===== src/rtl/wnv_pkg.sv =====
`timescale 1ns/1ps
package wnv_pkg;

  typedef enum logic [2:0] {
    OP_WIPER  = 3'b000,
    OP_NVM    = 3'b001,
    OP_PROT   = 3'b010,
    OP_NOP    = 3'b100,
    OP_RECALL = 3'b101,
    OP_SAVE   = 3'b110
  } op_e;

  typedef enum logic {
    JOB_RECALL = 1'b0,
    JOB_SAVE   = 1'b1
  } job_e;

endpackage


===== src/rtl/wnv_timer.sv =====
`timescale 1ns/1ps
module wnv_timer #(
  parameter int CNT_W   = 24,
  parameter int RST_LEN = 0
) (
  input  logic             clk,
  input  logic             rst_n,
  input  logic             start,
  input  logic [CNT_W-1:0] len,
  output logic             active,
  output logic             fire
);

  logic [CNT_W-1:0] cnt;

  always_ff @(posedge clk) begin
    if (!rst_n)          cnt <= CNT_W'(RST_LEN);
    else if (start)      cnt <= len;
    else if (cnt != '0)  cnt <= cnt - 1'b1;
  end

  assign active = (cnt != '0);
  assign fire   = (cnt == CNT_W'(1));

  // The last counted cycle ends the window
  p_window_ends_r3: assert property (@(posedge clk) disable iff (!rst_n)
    fire && !start |=> !active);

endmodule


===== src/rtl/wnv_store.sv =====
`timescale 1ns/1ps
module wnv_store #(
  parameter int         W      = 6,
  parameter int         WORDS  = 4,
  parameter int         ADDR_W = 5,
  parameter logic [7:0] TOL_SGN = 8'h87,
  parameter logic [7:0] TOL_FRC = 8'hA0
) (
  input  logic                                     clk,
  input  logic                                     por_n,
  input  logic                                     wr_en,
  input  logic [((WORDS > 1) ? $clog2(WORDS) : 1)-1:0] wr_idx,
  input  logic [W-1:0]                             wr_data,
  input  logic [ADDR_W-1:0]                        rd_addr,
  output logic [7:0]                               rd_byte,
  output logic [W-1:0]                             home
);

  localparam int IDX_W = (WORDS > 1) ? $clog2(WORDS) : 1;
  localparam logic [W-1:0]      BLANK  = W'(1) << (W - 1);
  localparam logic [ADDR_W-1:0] A_FRC  = '1;
  localparam logic [ADDR_W-1:0] A_SGN  = A_FRC - 1'b1;
  localparam logic [ADDR_W:0]   LIMIT  = (ADDR_W + 1)'(WORDS);

  logic [WORDS-1:0][W-1:0] words;

  for (genvar g = 0; g < WORDS; g++) begin : g_word
    always_ff @(posedge clk) begin
      if (!por_n)                                words[g] <= BLANK;
      else if (wr_en && wr_idx == IDX_W'(g))     words[g] <= wr_data;
    end
  end

  always_comb begin
    rd_byte = '0;
    if (rd_addr == A_SGN)                       rd_byte = TOL_SGN;
    else if (rd_addr == A_FRC)                  rd_byte = TOL_FRC;
    else if ({1'b0, rd_addr} < LIMIT)           rd_byte[W-1:0] = words[rd_addr[IDX_W-1:0]];
  end

  assign home = words[0];

  // Nonvolatile contents move only on a commit
  p_words_hold_r7: assert property (@(posedge clk) disable iff (!por_n)
    !wr_en |=> $stable(words));

endmodule


===== src/rtl/wiper_nv_ctrl.sv =====
`timescale 1ns/1ps
module wiper_nv_ctrl #(
  parameter int         W           = 6,
  parameter int         NV_WORDS    = 4,
  parameter int         ADDR_W      = 5,
  parameter int         CNT_W       = 24,
  parameter int         RESTORE_CYC = 75000,
  parameter int         STORE_CYC   = 6500000,
  parameter int         REWRITE_CYC = 135000,
  parameter logic [7:0] TOL_SGN     = 8'h87,
  parameter logic [7:0] TOL_FRC     = 8'hA0
) (
  input  logic              clk,
  input  logic              rst_n,
  input  logic              por_n,
  input  logic              cmd_valid,
  input  logic [2:0]        cmd_op,
  input  logic              cmd_rd,
  input  logic [ADDR_W-1:0] cmd_addr,
  input  logic [7:0]        cmd_data,
  output logic              rd_valid,
  input  logic              rd_ready,
  output logic [7:0]        rd_data,
  output logic [W-1:0]      wiper,
  output logic              busy,
  output logic              cmd_err,
  output logic              nv_read_on
);
  import wnv_pkg::*;

  localparam int              IDX_W  = (NV_WORDS > 1) ? $clog2(NV_WORDS) : 1;
  localparam logic [W-1:0]    MID    = W'(1) << (W - 1);
  localparam logic [ADDR_W:0] NV_LIM = (ADDR_W + 1)'(NV_WORDS);

  logic live_n;
  assign live_n = rst_n & por_n;

  // ---- timers ----
  logic             lock_act, lock_fire;
  logic             op_act, op_fire;
  logic             job_go;
  logic [CNT_W-1:0] job_len;

  wnv_timer #(.CNT_W(CNT_W), .RST_LEN(REWRITE_CYC)) u_lock (
    .clk(clk), .rst_n(live_n), .start(1'b0), .len('0),
    .active(lock_act), .fire(lock_fire)
  );

  wnv_timer #(.CNT_W(CNT_W), .RST_LEN(RESTORE_CYC)) u_job (
    .clk(clk), .rst_n(live_n), .start(job_go), .len(job_len),
    .active(op_act), .fire(op_fire)
  );

  assign busy = lock_act | op_act;

  // ---- state ----
  logic [W-1:0]     wiper_q;
  logic             wp_q;
  logic             readmode_q;
  logic             rd_valid_q;
  logic [7:0]       rd_data_q;
  logic             err_q;
  job_e             job_q;
  logic [IDX_W-1:0] job_idx;
  logic [W-1:0]     job_data;

  // ---- nonvolatile bank ----
  logic       commit;
  logic [7:0] st_byte;
  logic [W-1:0] home;

  assign commit = op_fire && (job_q == JOB_SAVE);

  wnv_store #(.W(W), .WORDS(NV_WORDS), .ADDR_W(ADDR_W),
              .TOL_SGN(TOL_SGN), .TOL_FRC(TOL_FRC)) u_store (
    .clk(clk), .por_n(por_n), .wr_en(commit), .wr_idx(job_idx),
    .wr_data(job_data), .rd_addr(cmd_addr), .rd_byte(st_byte), .home(home)
  );

  // ---- instruction decode ----
  logic take, nv_hit;
  logic acc_wwr, acc_prot, acc_nop, acc_recall, acc_nvwr, acc_save, rd_ok, refuse;

  assign nv_hit = ({1'b0, cmd_addr} < NV_LIM);

  always_comb begin
    take       = cmd_valid && !busy;
    acc_wwr    = 1'b0;
    acc_prot   = 1'b0;
    acc_nop    = 1'b0;
    acc_recall = 1'b0;
    acc_nvwr   = 1'b0;
    acc_save   = 1'b0;
    rd_ok      = 1'b0;
    refuse     = 1'b0;
    if (take) begin
      case (cmd_op)
        OP_WIPER: begin
          if (!cmd_rd)         acc_wwr = 1'b1;
          else if (rd_valid_q) refuse  = 1'b1;
          else                 rd_ok   = 1'b1;
        end
        OP_NVM: begin
          if (cmd_rd) begin
            if (rd_valid_q) refuse = 1'b1;
            else            rd_ok  = 1'b1;
          end else if (nv_hit && !wp_q) acc_nvwr = 1'b1;
          else                          refuse   = 1'b1;
        end
        OP_PROT:   acc_prot   = 1'b1;
        OP_NOP:    acc_nop    = 1'b1;
        OP_RECALL: acc_recall = 1'b1;
        OP_SAVE: begin
          if (wp_q) refuse   = 1'b1;
          else      acc_save = 1'b1;
        end
        default:   refuse     = 1'b1;
      endcase
    end
  end

  assign job_go  = acc_nvwr | acc_save | acc_recall;
  assign job_len = acc_recall ? CNT_W'(RESTORE_CYC) : CNT_W'(STORE_CYC);

  // ---- registers ----
  always_ff @(posedge clk) begin
    if (!live_n) begin
      wiper_q    <= MID;
      wp_q       <= 1'b0;
      readmode_q <= 1'b0;
      rd_valid_q <= 1'b0;
      rd_data_q  <= '0;
      err_q      <= 1'b0;
      job_q      <= JOB_RECALL;
      job_idx    <= '0;
      job_data   <= '0;
    end else begin
      err_q <= (cmd_valid && busy) || refuse;

      if (acc_wwr)                              wiper_q <= cmd_data[W-1:0];
      else if (op_fire && job_q == JOB_RECALL)  wiper_q <= home;

      if (acc_prot) wp_q <= cmd_data[0];

      if (acc_recall)   readmode_q <= 1'b1;
      else if (acc_nop) readmode_q <= 1'b0;

      if (job_go) begin
        job_q    <= acc_recall ? JOB_RECALL : JOB_SAVE;
        job_idx  <= acc_nvwr ? cmd_addr[IDX_W-1:0] : '0;
        job_data <= acc_nvwr ? cmd_data[W-1:0] : wiper_q;
      end

      if (rd_ok) begin
        rd_valid_q <= 1'b1;
        rd_data_q  <= (cmd_op == OP_WIPER) ? 8'(wiper_q) : st_byte;
      end else if (rd_valid_q && rd_ready) begin
        rd_valid_q <= 1'b0;
      end
    end
  end

  assign wiper      = wiper_q;
  assign rd_valid   = rd_valid_q;
  assign rd_data    = rd_data_q;
  assign cmd_err    = err_q;
  assign nv_read_on = readmode_q;

  // ---- assertions ----
  // midscale is held while the boot recall is still running
  p_boot_preset_r2: assert property (@(posedge clk) disable iff (!live_n)
    lock_act && op_act |-> wiper == MID);

  // a strobe during busy is flagged and leaves protection and mode alone
  p_busy_drop_r3: assert property (@(posedge clk) disable iff (!live_n)
    cmd_valid && busy |=> cmd_err && $stable(wp_q) && $stable(nv_read_on));

  // high-power recall state is only left through NOP
  p_readmode_hold_r6: assert property (@(posedge clk) disable iff (!live_n)
    nv_read_on && !acc_nop |=> nv_read_on);

  // no nonvolatile commit ever completes with protection on
  p_commit_unprot_r7: assert property (@(posedge clk) disable iff (!live_n)
    commit |-> !wp_q);

  // a waiting result is frozen until taken
  p_resp_hold_r9: assert property (@(posedge clk) disable iff (!live_n)
    rd_valid && !rd_ready |=> rd_valid && $stable(rd_data));

endmodule


===== config.mk =====
export PLATFORM = sky130hd
export DESIGN_NAME = wiper_nv_ctrl
export DESIGN_NICKNAME = d
export VERILOG_FILES = /design/src/rtl/wnv_pkg.sv /design/src/rtl/wnv_timer.sv /design/src/rtl/wnv_store.sv /design/src/rtl/wiper_nv_ctrl.sv
export SDC_FILE = /design/constraint.sdc
export NUM_CORES = 1
export LEC_CHECK = 0
export ABC_CLOCK_PERIOD_IN_PS = 3000
export BUFFER_PORTS_ARGS = -buffer_cell sky130_fd_sc_hd__buf_2
export CAP_MARGIN = 15
export CORE_AREA = 2 2 109 111
export CTS_CLUSTER_SIZE = 20
export DETAILED_ROUTE_END_ITERATION = 16
export DIE_AREA = 0 0 111 113
export GPL_TIMING_DRIVEN = 0
export SETUP_SLACK_MARGIN = 0.05
export SLEW_MARGIN = 20
export SYNTH_ARGS = -nofsm -noshare
export SYNTH_HDL_FRONTEND = slang
export SYNTH_SLANG_ARGS = --single-unit
export TNS_END_PERCENT = 1

===== constraint.sdc =====
create_clock -name clk -period 3 [get_ports clk]
set_clock_uncertainty 0.2 [all_clocks]
set_input_delay 0.6 -clock clk [delete_from_list [all_inputs] [get_ports clk]]
set_output_delay 0.6 -clock clk [all_outputs]
set_load 0.02 [all_outputs]

# == Yosys cells after proc, flatten, opt, wreduce, memory -nomap -nowiden ==
# Index checks and enable logic that the tools add are counted.
# totals
ff_bits,99
latch_bits,0
ram_bits,0
mem_bits_ro,0
input_bits,22
out_inout_bits,18
wordCells,104
memories,0
# classes
n_addsub,2
n_mul,0
div_mod_pow,0
order_cmp,2
n_eq_ne,11
n_shift,0
muxes,46
bitwise,5
n_reduce_logical,23
# op_table
op,n
2-to-1 mux 24 bit,2
nonzero test 24 bit,2
subtractor 24 x 1 -> 24 bit (second input constant),2
2-to-1 mux 6 bit,6
2-to-1 mux 1 bit,31
== test 24 x 1 -> 1 bit (second input constant),1
2-to-1 mux 23 bit,1
2-to-1 mux 8 bit,2
binary-select mux 6 bit (select 2 bit),1
== test 5 bit (second input constant),2
logical AND 1 bit,10
== test 3 bit (second input constant),3
nonzero test 2 bit,4
< comparator 5 x 3 -> 1 bit (second input constant),1
== test 2 bit (second input constant),2
2-to-1 mux 2 bit,2
one-hot mux 1 bit (4 select lines),1
== test 3 x 1 -> 1 bit (second input constant),1
== test 3 x 2 -> 1 bit (second input constant),1
logical NOT 3 bit,1
< comparator 2 x 3 -> 1 bit (second input constant),1
bitwise OR 1 bit,3
OR reduction 3 bit,1
== test 2 x 1 -> 1 bit (second input constant),1
6 further kinds,7

# == Depth between registers and ports, before layout ==
# logic_depth
ltp_word,9
mapped_depth,9
ltp_nobuf,7

# == Cells and area by module ==
# Synthesis repeated with hierarchy kept, for this count alone.
# hier_totals
hier_cells,627
hier_area_um2,5440.2
# by_module_without_submodules
module,n_inst,cells_per_inst,area_per_inst_um2,seq_area_each_um2
wiper_nv_ctrl,1,168,1433.9,540.5
wnv_timer at u_job,1,175,1433.9,480.5
wnv_timer at u_lock,1,168,1353.8,480.5
wnv_store,1,116,1218.7,480.5

# == Worst setup path before layout ==
# No wires, ideal clock.
# synth_path
path_kind,reg2out
from,register u_job.cnt[11]
to,output busy
t_arrival_ns,2.290
required_time_ns,2.200
slack_ns,-0.090
path_stages_with_launch,7
path_buffers,2
cell_sequence,dfxtp_1 > or4_1 > or4_4 > nor2_1 > clkbuf_1 > buf_2 > nand2_1
# synth_between
elab_chain_len,2
# synth_rtl
element,line,source
"start, declared",wnv_timer.sv:14,logic [CNT_W-1:0] cnt;
"start signal, assigned",wnv_timer.sv:17,if (!rst_n) cnt <= CNT_W'(RST_LEN);
"start signal, assigned",wnv_timer.sv:18,else if (start) cnt <= len;
"start signal, assigned",wnv_timer.sv:19,else if (cnt != '0) cnt <= cnt - 1'b1;
nonzero test 24 bit,wnv_timer.sv:22,assign active = (cnt != '0);
bitwise OR 1 bit,wiper_nv_ctrl.sv:54,assign busy = lock_act | op_act;
"end, declared",wiper_nv_ctrl.sv:25,"output logic busy,"
# Every way passes these cells.

# == Worst setup path after layout ==
# layout_path
from,register u_job.cnt[7]
to,output busy
# The elaborated chain is that of the path after synthesis.

==> flow_metrics.py <==
metrics = {
    "timing": {
        "timing.final.crit_period_ns": 3.14,
        "worst_slew_pin_slew_ns": 0.887,
        "hold_violations": 0,
        "period_share_pct": 105,
        "tns_ns": -0.274,
        "final.setup.worst_slack_ns": -0.144,
        "drv_slew": 0,
        "rsz0062_at_grt": "yes",
        "relSlewSlack_pct": 40.6,
        "setup_viol": 10,
        "fmax_mhz": 318,
    },
    "cts": {
        "cts_tree": "built",
        "cts_inserted_buffers": 9,
        "cts_buffer_depth": 2,
        "clk_latency_ns": 0.36,
        "h-tree-depth": 3,
        "clk_pin_slew_ns": 0.07,
        "cts.sinks": 98,
        "cts_root_buf": "clkbuf_16",
    },
    "setup_path": {
        "crit_arrival_ns": 2.34,
        "crit_chain": "or4_4 -> or4_4 -> nor2_4 -> buf_8 -> buf_8 -> nand2_2 -> buf_6",
        "r2r_slack_ns": -0.07,
        "r2r_end": "rd_data[7]",
        "startpoint": "u_job.cnt[7]",
        "cp.required_ns": 2.20,
        "crit_cells": 7,
        "rr_startpoint": "u_lock.cnt[15]",
        "slowest_delay_ns": 0.57,
        "critPathSlowestCell": "or4_4",
        "critPathKind": "reg -> out",
        "startpoint_type": "flip-flop",
        "endpoint_kind": "output port",
        "cp_num_buf_inv": 3,
        "cp_top_family": "simple AND/OR/NAND/NOR gates",
        "cp-endpoint": "busy",
        "crit_fanout": 5,
        "rr_worst_depth": 8,
    },
    "final_layout": {
        "fill_cells": 1045,
        "multi_input_area_um2": 2950,
        "diodes": 0,
        "final_cells": 754,
        "area_delta_synth_final_pct": 18.9,
        "seqCellArea_um2": 1970,
        "finalCoreUtilization_pct": 52.4,
        "fin_nets": 633,
        "drive_above_1_share_pct": 19.0,
    },
    "detailed_routing": {
        "wl_per_cell_um": 18.3,
        "routed_wl_mm": 13.8,
        "ant_nets": 0,
        "drt_iter0_drc": 252,
        "drc": 0,
        "vias": 4490,
        "drtPass1Iterations": 5,
        "vias_per_cell": 5.95,
    },
    "power": {
        "max-vdd-ir-drop_v": 0.000254,
        "power_leakage_nw": 2.05,
        "power_per_cell_area_nw_per_um2": 453,
        "p_total_w": 0.00268,
    },
    "synthesis": {
        "synth_top_area_share_pct": 39.5,
        "synth_common_cells": "dfxtp_1, mux2i_1, nand2_1, a21oi_1, nor2_1",
        "synth_edf_count": 0,
        "yosysMostFrequentCell": "dfxtp_1",
        "synth_cells": 551,
        "synth_seq_cells": 98,
        "synth_top_area_cell": "dfxtp_1",
        "yosys_warnings": 0,
        "synth_area_um2": 4970,
        "synthFlopType": "dfxtp_1",
        "synth_cell_types": 53,
        "synth_area_leaders": "dfxtp_1, mux2i_1, a21oi_1",
        "seq_area_frac_synth_pct": 39.5,
        "synthArstFlopShare_pct": 0,
        "syn-num-nets": 578,
        "avgSynthCellArea_um2": 9.02,
    },
    "global_routing": {
        "grt_pass1_vias": 4291,
        "grt_pass1_wl_mm": 22.3,
        "overflow": 0,
        "grt_antenna_before_repair": 0,
        "grt.total_usage_pct": 22.5,
        "grt_max_degree": 17,
    },
    "floorplanning": {
        "initial_core_util_pct": 44.1,
        "core_um2": 11300,
        "die_h_um": 113,
        "die_area_um2": 12500,
        "rows": 39,
        "io_pins": 40,
        "fp.dieW_um": 111,
    },
    "min_path": {
        "hold_class": "reg -> reg",
    },
    "placement": {
        "dp.cells": 725,
        "dp_hpwl_mm": 9.71,
        "portBuffers": 31,
        "place.gp.congestion": 0.869,
    },
    "outcome": {
        "violations": "setup timing",
        "status": "finished, violations left",
    },
    "run": {
        "cap_violations": 0,
    },
}
per-stage QoR:
step                      instance area [µm²]  setup WS (ns)  hold WS [ns]
final                                    5910         -0.144         0.277
after global placement                   5320         -0.792         0.256
after floorplan                          4980         0.0708         0.240
after global routing                     5910         -0.205         0.285
after detailed placement                 5320         -0.794         0.266
after CTS                                5770         -0.127         0.280
registers in the layout, indices dropped and copies added (netlist names):
register,cells
u_store.home,6
job_q,1
job_data,6
rd_data,7
u_store.words,18
u_job.cnt,24
wp_q,1
cmd_err,1
wiper,6
job_idx,2
rd_valid,1
u_lock.cnt,24
nv_read_on,1
power by group:
part	internal, W	switching (W)
Sequential	0.00131	0.0000133
Combinational	0.0000533	0.000101
Clock	0.000670	0.000532
worst min-delay path: cells and delay by family, from the launching register on:
kind,cells,cell delay (ns)
AO/OA/AOI/OAI,2,0.11
flip-flops,1,0.33
cells by family after synthesis:
group / share of synthesized area [%]
buffers and inverters: 3.88
xor gates and xnor gates: 3.17
other: 0.0755
adders and majority gates: 1.26
AOI/OAI and AO/OA: 15.7
and+or+nand+nor: 25.6
muxes: 10.8
DFF: 39.5
how the worst min path moves through the flow:
stage / depth (start not counted) / endpoint / slack [ns] / startpoint
2_1_floorplan: 2 / u_store.words[23] / 0.24 / u_store.words[23]
3_3_place_gp: 2 / u_store.words[23] / 0.26 / u_store.words[23]
3_5_place_dp: 2 / u_store.words[23] / 0.27 / u_store.words[23]
4_1_cts: 3 / cmd_err / 0.28 / cmd_valid
5_1_grt: 3 / cmd_err / 0.28 / cmd_valid
6_report: 2 / u_lock.cnt[15] / 0.28 / u_lock.cnt[15]
cell usage in the layout (no fill, tap or decap), types with 7 or more instances in the layout:
master     instances
a21oi_1           32
a22o_1             7
buf_2             32
buf_4             17
clkbuf_1          22
clkbuf_16          9
dfxtp_1           94
inv_1             11
mux2i_1           40
nand2_1           32
nand3_1           12
nand4_1           10
nor2_1            27
nor2b_1           23
nor3_1            19
nor4_1            13
o21ai_0           24
o31ai_1           17
or3_1             16
or4_1             15
xnor2_1            7
xor2_1            11
routing by layer:
layer  part of all wire (%)  GRT usage, %  vias up
met5                      0             0        -
met4                    1.9          10.3        0
met3                    4.1          3.21       19
met2                     45          34.3      113
met1                     49          31.7     2172
li1                       -             -     2186
timing repair:
action / 4_1_cts / 5_1_grt
gates resized for setup: 24 / 34
cloned: 0 / 0
hold buffers: 0 / 0
setup endpoints to repair: 61 / 65
setup buffers: 6 / 7
pin swaps: 6 / 8
area by class of cell:
class                           count  share of cell area [%]
Multi-Input combinational cell    406                    49.9
Clock inverter                      6                    1.08
Timing Repair Buffer               44                    4.38
Sequential cell                    98                    33.3
Inverter                           11                   0.699
Buffer                             36                    3.56
Tap cell                          143                    3.03
Clock buffer                       10                    4.04
Power figures use the tool's default switching activity.
